[src/rtl/eeprom_rd_pkg.sv]
package eeprom_rd_pkg;
  localparam int ADDR_W = 17;

  typedef enum logic [1:0] {BCMD_START, BCMD_STOP, BCMD_BIT} bcmd_e;

  typedef enum logic [2:0] {
    S_IDLE, S_START, S_TX, S_RSTART, S_RX, S_WAIT, S_ACK, S_STOP
  } seq_e;

  function automatic logic [7:0] ctrl_byte(input logic a1, input logic p0, input logic rd);
    return {4'b1010, 1'b0, a1, p0, rd};
  endfunction
endpackage

[src/rtl/eeprom_bit_engine.sv]
module eeprom_bit_engine
  import eeprom_rd_pkg::*;
#(
  parameter int QTR_CYCLES = 63
) (
  input  logic  clk_i,
  input  logic  rst_ni,
  input  logic  cmd_valid_i,
  input  bcmd_e cmd_i,
  input  logic  bit_i,
  output logic  done_o,
  output logic  rx_o,
  output logic  scl_o,
  output logic  sda_oe_o,
  input  logic  sda_i
);
  localparam int CW = (QTR_CYCLES > 1) ? $clog2(QTR_CYCLES) : 1;
  localparam logic [CW-1:0] QTR_LAST = CW'(QTR_CYCLES - 1);

  logic          active_q, bit_q, scl_q, oe_q, done_q, rx_q;
  logic [1:0]    ph_q;
  logic [1:0]    ph_nxt;
  logic [CW-1:0] cnt_q;
  bcmd_e         cmd_q;
  logic          qtr_end;

  // {scl, pull_low} per quarter phase
  function automatic logic [1:0] lines(input bcmd_e c, input logic [1:0] ph, input logic b);
    case (c)
      BCMD_START: case (ph)
        2'd0:    return 2'b00;
        2'd1:    return 2'b10;
        2'd2:    return 2'b11;
        default: return 2'b01;
      endcase
      BCMD_STOP: case (ph)
        2'd0:    return 2'b01;
        2'd1:    return 2'b11;
        default: return 2'b10;
      endcase
      default: return {(ph == 2'd1) || (ph == 2'd2), ~b};
    endcase
  endfunction

  assign ph_nxt  = ph_q + 2'd1;
  assign qtr_end = active_q && (cnt_q == QTR_LAST);

  always_ff @(posedge clk_i or negedge rst_ni) begin
    if (!rst_ni) begin
      active_q <= 1'b0;
      ph_q     <= 2'd0;
      cnt_q    <= '0;
      cmd_q    <= BCMD_STOP;
      bit_q    <= 1'b1;
      scl_q    <= 1'b1;
      oe_q     <= 1'b0;
      done_q   <= 1'b0;
      rx_q     <= 1'b1;
    end else begin
      done_q <= 1'b0;
      if (!active_q && cmd_valid_i) begin
        active_q        <= 1'b1;
        ph_q            <= 2'd0;
        cnt_q           <= '0;
        cmd_q           <= cmd_i;
        bit_q           <= bit_i;
        {scl_q, oe_q}   <= lines(cmd_i, 2'd0, bit_i);
      end else if (active_q) begin
        if (qtr_end) begin
          cnt_q <= '0;
          if (ph_q == 2'd3) begin
            active_q <= 1'b0;
            done_q   <= 1'b1;
          end else begin
            ph_q          <= ph_nxt;
            {scl_q, oe_q} <= lines(cmd_q, ph_nxt, bit_q);
            if (ph_q == 2'd0 && cmd_q == BCMD_BIT) rx_q <= sda_i;  // sampled as SCL rises
          end
        end else begin
          cnt_q <= cnt_q + 1'b1;
        end
      end
    end
  end

  assign done_o   = done_q;
  assign rx_o     = rx_q;
  assign scl_o    = scl_q;
  assign sda_oe_o = oe_q;

  // SDA may move under a high SCL only inside START/STOP
  a_r1_sda_moves_scl_low: assert property (@(posedge clk_i) disable iff (!rst_ni)
    (scl_q && $past(scl_q) && (oe_q != $past(oe_q))) |-> (cmd_q != BCMD_BIT));

  // SCL never rises in the first quarter of a command
  a_r11_scl_low_first_qtr: assert property (@(posedge clk_i) disable iff (!rst_ni)
    (active_q && ph_q == 2'd0) |-> !scl_q);
endmodule

[src/rtl/eeprom_seq_reader.sv]
module eeprom_seq_reader
  import eeprom_rd_pkg::*;
#(
  parameter int QTR_CYCLES = 63
) (
  input  logic              clk_i,
  input  logic              rst_ni,
  input  logic              start_i,
  input  logic [ADDR_W-1:0] addr_i,
  input  logic              chip_sel_i,
  input  logic              stop_req_i,
  output logic [7:0]        data_o,
  output logic              valid_o,
  input  logic              ready_i,
  output logic              busy_o,
  output logic              err_o,
  output logic              scl_o,
  output logic              sda_oe_o,
  input  logic              sda_i
);
  localparam logic [3:0] ACK_SLOT = 4'd8;

  seq_e              state_q;
  logic [3:0]        bit_q;
  logic [1:0]        byte_q;
  logic [7:0]        sh_q;
  logic [ADDR_W-1:0] addr_q;
  logic              a1_q, nack_q, wait_q, err_q;

  logic  need_cmd, cmd_valid, bitv, eng_done, eng_rx;
  bcmd_e cmd;

  always_comb begin
    need_cmd = 1'b1;
    cmd      = BCMD_BIT;
    bitv     = 1'b1;
    case (state_q)
      S_START, S_RSTART: cmd  = BCMD_START;
      S_STOP:            cmd  = BCMD_STOP;
      S_TX:              bitv = (bit_q == ACK_SLOT) ? 1'b1 : sh_q[7];
      S_ACK:             bitv = nack_q;
      S_RX:              bitv = 1'b1;
      default:           need_cmd = 1'b0;
    endcase
  end

  assign cmd_valid = need_cmd && !wait_q;

  eeprom_bit_engine #(.QTR_CYCLES(QTR_CYCLES)) u_bit (
    .clk_i      (clk_i),
    .rst_ni     (rst_ni),
    .cmd_valid_i(cmd_valid),
    .cmd_i      (cmd),
    .bit_i      (bitv),
    .done_o     (eng_done),
    .rx_o       (eng_rx),
    .scl_o      (scl_o),
    .sda_oe_o   (sda_oe_o),
    .sda_i      (sda_i)
  );

  always_ff @(posedge clk_i or negedge rst_ni) begin
    if (!rst_ni) begin
      state_q <= S_IDLE;
      bit_q   <= '0;
      byte_q  <= '0;
      sh_q    <= '0;
      addr_q  <= '0;
      a1_q    <= 1'b0;
      nack_q  <= 1'b0;
      wait_q  <= 1'b0;
      err_q   <= 1'b0;
    end else begin
      err_q <= 1'b0;
      if (cmd_valid)     wait_q <= 1'b1;
      else if (eng_done) wait_q <= 1'b0;
      case (state_q)
        S_IDLE: if (start_i) begin
          addr_q  <= addr_i;
          a1_q    <= chip_sel_i;
          state_q <= S_START;
        end
        S_START: if (eng_done) begin
          sh_q    <= ctrl_byte(a1_q, addr_q[ADDR_W-1], 1'b0);
          byte_q  <= 2'd0;
          bit_q   <= '0;
          state_q <= S_TX;
        end
        S_TX: if (eng_done) begin
          if (bit_q != ACK_SLOT) begin
            sh_q  <= {sh_q[6:0], 1'b0};
            bit_q <= bit_q + 4'd1;
          end else if (eng_rx) begin
            err_q   <= 1'b1;
            state_q <= S_STOP;
          end else begin
            bit_q <= '0;
            case (byte_q)
              2'd0: begin sh_q <= addr_q[15:8]; byte_q <= 2'd1; end
              2'd1: begin sh_q <= addr_q[7:0];  byte_q <= 2'd2; end
              2'd2: state_q <= S_RSTART;
              default: state_q <= S_RX;
            endcase
          end
        end
        S_RSTART: if (eng_done) begin
          sh_q    <= ctrl_byte(a1_q, addr_q[ADDR_W-1], 1'b1);
          byte_q  <= 2'd3;
          bit_q   <= '0;
          state_q <= S_TX;
        end
        S_RX: if (eng_done) begin
          sh_q  <= {sh_q[6:0], eng_rx};
          bit_q <= bit_q + 4'd1;
          if (bit_q == 4'd7) state_q <= S_WAIT;
        end
        S_WAIT: if (ready_i) begin
          nack_q  <= stop_req_i;
          state_q <= S_ACK;
        end
        S_ACK: if (eng_done) begin
          bit_q   <= '0;
          state_q <= nack_q ? S_STOP : S_RX;
        end
        S_STOP: if (eng_done) state_q <= S_IDLE;
        default: state_q <= S_IDLE;
      endcase
    end
  end

  assign data_o  = sh_q;
  assign valid_o = (state_q == S_WAIT);
  assign busy_o  = (state_q != S_IDLE);
  assign err_o   = err_q;

  a_r6_hold_until_ready: assert property (@(posedge clk_i) disable iff (!rst_ni)
    (valid_o && !ready_i) |=> (valid_o && $stable(data_o)));

  a_r9_scl_parked_low: assert property (@(posedge clk_i) disable iff (!rst_ni)
    valid_o |-> !scl_o);

  a_r10_idle_released: assert property (@(posedge clk_i) disable iff (!rst_ni)
    !busy_o |-> (scl_o && !sda_oe_o));

  a_r10_start_ignored: assert property (@(posedge clk_i) disable iff (!rst_ni)
    (busy_o && start_i) |=> $stable(addr_q));

  a_r5_err_single: assert property (@(posedge clk_i) disable iff (!rst_ni)
    err_o |=> (!err_o && busy_o));

  a_r8_nack_released: assert property (@(posedge clk_i) disable iff (!rst_ni)
    (state_q == S_ACK && nack_q) |-> !sda_oe_o);
endmodule

[config.mk]
export PLATFORM = sky130hd
export DESIGN_NAME = eeprom_seq_reader
export DESIGN_NICKNAME = d
export VERILOG_FILES = /design/src/rtl/eeprom_rd_pkg.sv /design/src/rtl/eeprom_bit_engine.sv /design/src/rtl/eeprom_seq_reader.sv
export SDC_FILE = /design/constraint.sdc
export NUM_CORES = 1
export LEC_CHECK = 0
export BUFFER_PORTS_ARGS = -buffer_cell sky130_fd_sc_hd__clkbuf_2
export CAP_MARGIN = 10
export CORE_MARGIN = 5
export CORE_UTILIZATION = 45
export CTS_CLUSTER_SIZE = 30
export DETAILED_ROUTE_END_ITERATION = 10
export PLACE_DENSITY = 0.69
export SLEW_MARGIN = 20
export SYNTH_ARGS = -nofsm -noshare
export SYNTH_HDL_FRONTEND = slang
export SYNTH_HIERARCHICAL = 1
export SYNTH_SLANG_ARGS = --single-unit
[constraint.sdc]
create_clock -name clk_i -period 3.2 [get_ports clk_i]
set_clock_uncertainty 0.2 [all_clocks]
set_input_delay 0.16 -clock clk_i [delete_from_list [all_inputs] [get_ports clk_i]]
set_output_delay 0.16 -clock clk_i [all_outputs]
set_load 0.005 [all_outputs]
Word level (Yosys, flattened, before mapping) --
Cells that the tools add are included.
Word-level totals: bits in registers 54, output and inout port bits 13, word-level logic and storage cells 165
Cells by class: add/subtract/negate cells 3, equal/unequal tests 37, mux-type cells 71, bitwise gates (word level) 4, reduce and logical (&&, ||, !) cells 32
Operator list (number):
- 2-to-1 mux 8 bit | 6
- one-hot mux 8 bit (4 select lines) | 1
- 2-to-1 mux 3 bit | 10
- 2-to-1 mux 1 bit | 24
- one-hot mux 3 bit (7 select lines) | 1
- 2-to-1 mux 2 bit | 10
- 2-to-1 mux 4 bit | 5
- != test 2 x 1 -> 1 bit (second input constant) | 10
- 2-to-1 mux 6 bit | 3
- one-hot mux 2 bit (2 select lines) | 4
- one-hot mux 8 bit (2 select lines) | 1
- AND reduction 7 bit | 2
- == test 3 bit (second input constant) | 4
- one-hot mux 2 bit (3 select lines) | 2
- one-hot mux 4 bit (3 select lines) | 1
- zero test 2 bit | 5
- AND reduction 10 bit | 1
- AND reduction 5 bit | 2
- nonzero test 3 bit | 3
- == test 2 x 1 -> 1 bit (second input constant) | 4
- == test 2 bit (second input constant) | 4
- != test 2 bit (second input constant) | 4
- != test 4 bit (second input constant) | 2
- adder 6 x 1 -> 6 bit (second input constant) | 1
- other kinds (23) | 37

Longest topological paths before layout --
depth in word-level cells 8, depth in mapped cells 9

Hierarchy --
Netlist, hierarchy kept.
Modules (own cells, without submodules):
- eeprom_seq_reader | times used 1, cells an instance 201, area each 2095.8 um2, seq. area each 950.9 um2
- eeprom_bit_engine | times used 1, cells an instance 80, area each 837.1 um2, seq. area each 405.4 um2

Worst setup path after synthesis --
OpenSTA, ideal clock, no wires.
kind reg-to-reg, from register state_q[1], to register u_bit.cmd_q[1], setup time 0.125 ns, arrival time 1.646 ns, required time 2.875 ns, slack 1.230 ns, stages on the path, launching flop included 8, path buffers 3, cell sequence dfrtp_1 > buf_2 > buf_2 > nor2_1 > nor3_1 > nand2b_1 > clkbuf_1 > mux2_2
Between the ends: longest elaborated chain between the ends 5
RTL lines:
- from (decl) | line eeprom_seq_reader.sv:23 | seq_e state_q;
- from (signal assigned) | line eeprom_seq_reader.sv:123 | state_q <= nack_q ? S_STOP : S_RX;
- == test 3 bit, or another cell as far along | line eeprom_seq_reader.sv:37 | case (state_q)
- OR reduction 6 bit (no line) *
- 2-to-1 mux 1 bit * | line eeprom_seq_reader.sv:37
- logical AND 1 bit * | line eeprom_seq_reader.sv:47 | assign cmd_valid = need_cmd && !wait_q;
- net cmd_valid | line eeprom_seq_reader.sv:30 | logic need_cmd, cmd_valid, bitv, eng_done, eng_rx;
- logical AND 1 bit * | line eeprom_bit_engine.sv:61 | if (!active_q && cmd_valid_i) begin
- to (signal assigned) | line eeprom_bit_engine.sv:65 | cmd_q <= cmd_i;
- to (decl) | line eeprom_bit_engine.sv:24 | bcmd_e cmd_q;
The timed path passes the listed nets; every way through them passes the cells marked *. A chain may end at the register's enable or synchronous reset.

Worst setup path in the final report --
from register state_q[0], to register u_bit.cmd_q[1]
The elaborated chain is that of the path after synthesis.

==> results.cfg <==
[outcome]
status = completed

[route]
drt-pass1-iter-count = 4
totalWireLength_um = 6160
wire_per_inst_um = 15.0
wl_met3_um = 166
highest_layer = met4
post-route-drc-count = 0
ant_nets = 0
drtIter0Drc = 171
drt-met1-wl_um = 2870
vias = 2241
vias_per_cell = 5.44
wl_met2_um = 3050

[power]
seq_power_share_pct = 60.9
internal_power_uw = 870
p_sw_uw = 254
peakVddDrop_v = 0.000257
p_leak_nw = 1.54
power_density_mw_per_mm2 = 327
p_comb_share_pct = 4.6
clkPwrFrac_pct = 34.5
power_switching_share_pct = 22.6

[synthesis]
synth_area_leader_cell = dfrtp_1
synthDominantCellAreaShare_pct = 42.7
syn_inst = 281
syn_nets = 312
synth_ff_type = dfrtp_1
seq_area_frac_synth_pct = 46.2
synth.most_common_cell = dfrtp_1
syn_area_mm2 = 0.00293
netlist_top_cells_area = dfrtp_1 (43%), mux2_2 (10%), nand2_1 (3.7%)
syn_area_per_cell_um2 = 10.4
synth-async-reset-ratio_pct = 100
ys_types = 52
yosysWarnings = 6
synth_edf_count = 0
ys_ff_latch = 54
synth_commonest_cells = dfrtp_1 (50), nand2_1 (29), mux2_2 (27)

[place]
dp_hpwl_um = 4460
placement.cell_area_mm2 = 0.00314
post-place-ws_ns = 0.891
place.gp.congestion = 0.821
portBuffers = 36

[layout]
syn_to_final_growth_pct = 17.4
layout-drive-gt1-share_pct = 26.3
diodes = 0
final_util_pct = 54.2
seqCellArea_mm2 = 0.00136
design_area_mm2 = 0.00344
num-nets-final = 365
fillers = 542
multi_input_area_mm2 = 0.00143

[cts]
cts.sinks = 54
cts_buffer_depth = 2
cts.clk_slew.worst_paths_ns = 0.10
clockRootBuffer = clkbuf_8
cts_tree = done
cts_made_buffers = 5
h-tree-depth = 2
clock_latency_ns = 0.31

[floorplan]
num_rows = 29
io_pins = 37
start_util_pct = 46.2
dieArea_mm2 = 0.00823
fp.dieH_um = 90.7
core-area_mm2 = 0.00635
die_w_um = 90.7

[sta]
fmaxAchievable_mhz = 426
slew_headroom_pct = 46.9
worstMarginPinSlew_ns = 0.796
min_period_ns = 2.35
rsz0062_at_grt = false
finalSetupTns_ns = 0
period_share_pct = 73.4
maxSlewViolCount = 0
setup_viol = 0
final_hold_viol_count = 0
fin_ws_ns = 0.851

[worst_setup_path]
crit_path_top_delay_cell = dfrtp_1
critPathRequiredTime_ns = 3.20
path_class = flip-flop to flip-flop
critPathMaxFanout = 23
setup.worst_path.start_class = flip-flop
worstPathBufferInverterCount = 0
cp_slowest_stage_delay_ns = 0.87
endpoint_kind = flip-flop
crit_arrival_ns = 2.35
worstPathCellList = nand2_1 -> nor2_1 -> nor3_1 -> nand2b_1 -> mux2_2
crit_family = flip-flops

[grt]
grt_pass1_wl_um = 10700
antenna_found_initial = 0
grt_max_degree = 55
grt_use_total_pct = 15.7
grt_overflow_total = 0
grt_pass1_vias = 2228

[hold_path]
hold_path.class = input port to flip-flop

[run]
cap_violations = 0
per-stage QoR:
step | power (mW) | instances | hold slack, ns
finish | 1.12 | 412 | 0.0175
CTS | 1.14 | 412 | 0.0130
global placement | 0.730 | 383 | 0.129
global route | 1.17 | 412 | 0.0314
floorplan | 0.700 | 281 | -0.336
detailed placement | 0.731 | 383 | 0.132
final timing paths:
check	startpoint	end	slack, ns	depth (start not counted)
setup / recovery	state_q[0]	u_bit/cmd_q[1]	0.85	5
hold / removal	ready_i	nack_q	0.02	3
setup reg to reg	state_q[0]	u_bit/cmd_q[1]	0.85	5
hold reg to reg	u_bit/cnt_q[5]	u_bit/cnt_q[5]	0.28	1
max in group asynchronous	rst_ni	data_o[1]	2.05	3
min in group asynchronous	rst_ni	u_bit/cnt_q[0]	0.30	3
power by group through the flow:
stage	clock (mW)	combinational [mW]	sequential, mW
6_report	0.388	0.0516	0.685
5_1_grt	0.430	0.0586	0.685
4_1_cts	0.404	0.0525	0.685
3_5_place_dp	0	0.0326	0.698
3_3_place_gp	0	0.0324	0.698
2_1_floorplan	0	0.00273	0.698
worst reg2reg max path: stages, from the launching register on:
cell and delay (ns):
dfrtp_1 0.87, nand2_1 0.20, nor2_1 0.21, nor3_1 0.12, nand2b_1 0.27, mux2_2 0.37
state kept, by name, summed over array words and instances, names as in the netlist:
signal          flops
bit_q               4
u_bit/cmd_q         2
u_bit/done_o        1
nack_q              1
u_bit/bit_q         1
u_bit/ph_q          2
data_o              8
byte_q              2
u_bit/scl_o         1
u_bit/cnt_q         6
state_q             3
addr_q             17
a1_q                1
wait_q              1
u_bit/sda_oe_o      1
err_o               1
u_bit/rx_o          1
u_bit/active_q      1
cell type report:
cell class / instances / area share (%)
clock buffers: 5 / 2.00
clock inverters: 3 / 0.763
inverters: 13 / 1.42
multi-input cells: 200 / 41.6
flip-flops and latches: 54 / 39.4
well taps: 77 / 2.80
repair buffers: 60 / 12.0
logic make-up after synthesis:
family | after synthesis | share of synthesized area, %
adder cells (fa/ha/maj) | 7 | 2.99
AO/OA/AOI/OAI | 69 | 16.5
XOR/XNOR | 3 | 0.896
flip-flops | 54 | 46.2
AND/OR/NAND/NOR | 83 | 14.3
multiplexers | 38 | 14.2
buffers and inverters | 27 | 4.91
what timing repair did:
action / CTS / global route
hold endpoints to repair: 70 / 0
resized for setup: 0 / 0
buffers inserted: 0 / 0
hold buffers: 21 / 0
routing by layer:
metal	track usage, %	vias up
li1	-	1114
met1	21.2	1082
met2	25.5	37
met3	2.67	8
met4	4.84	0
met5	0	-
cells in the final DEF (no fill, tap or decap), types with 6 or more instances in the layout:
master / netlist / layout
nand2b_1: 6 / 6
mux2_2: 27 / 27
nor2_1: 21 / 21
o21ai_0: 20 / 20
dlygate4sd3_1: 0 / 21
dfrtp_1: 50 / 50
nand3_1: 8 / 8
mux2i_1: 10 / 10
a21oi_1: 9 / 9
nor3_1: 6 / 6
clkbuf_2: 0 / 36
ha_1: 7 / 7
inv_1: 13 / 13
nand2_1: 29 / 29
Note: power is estimated with default switching activity, not from simulation.
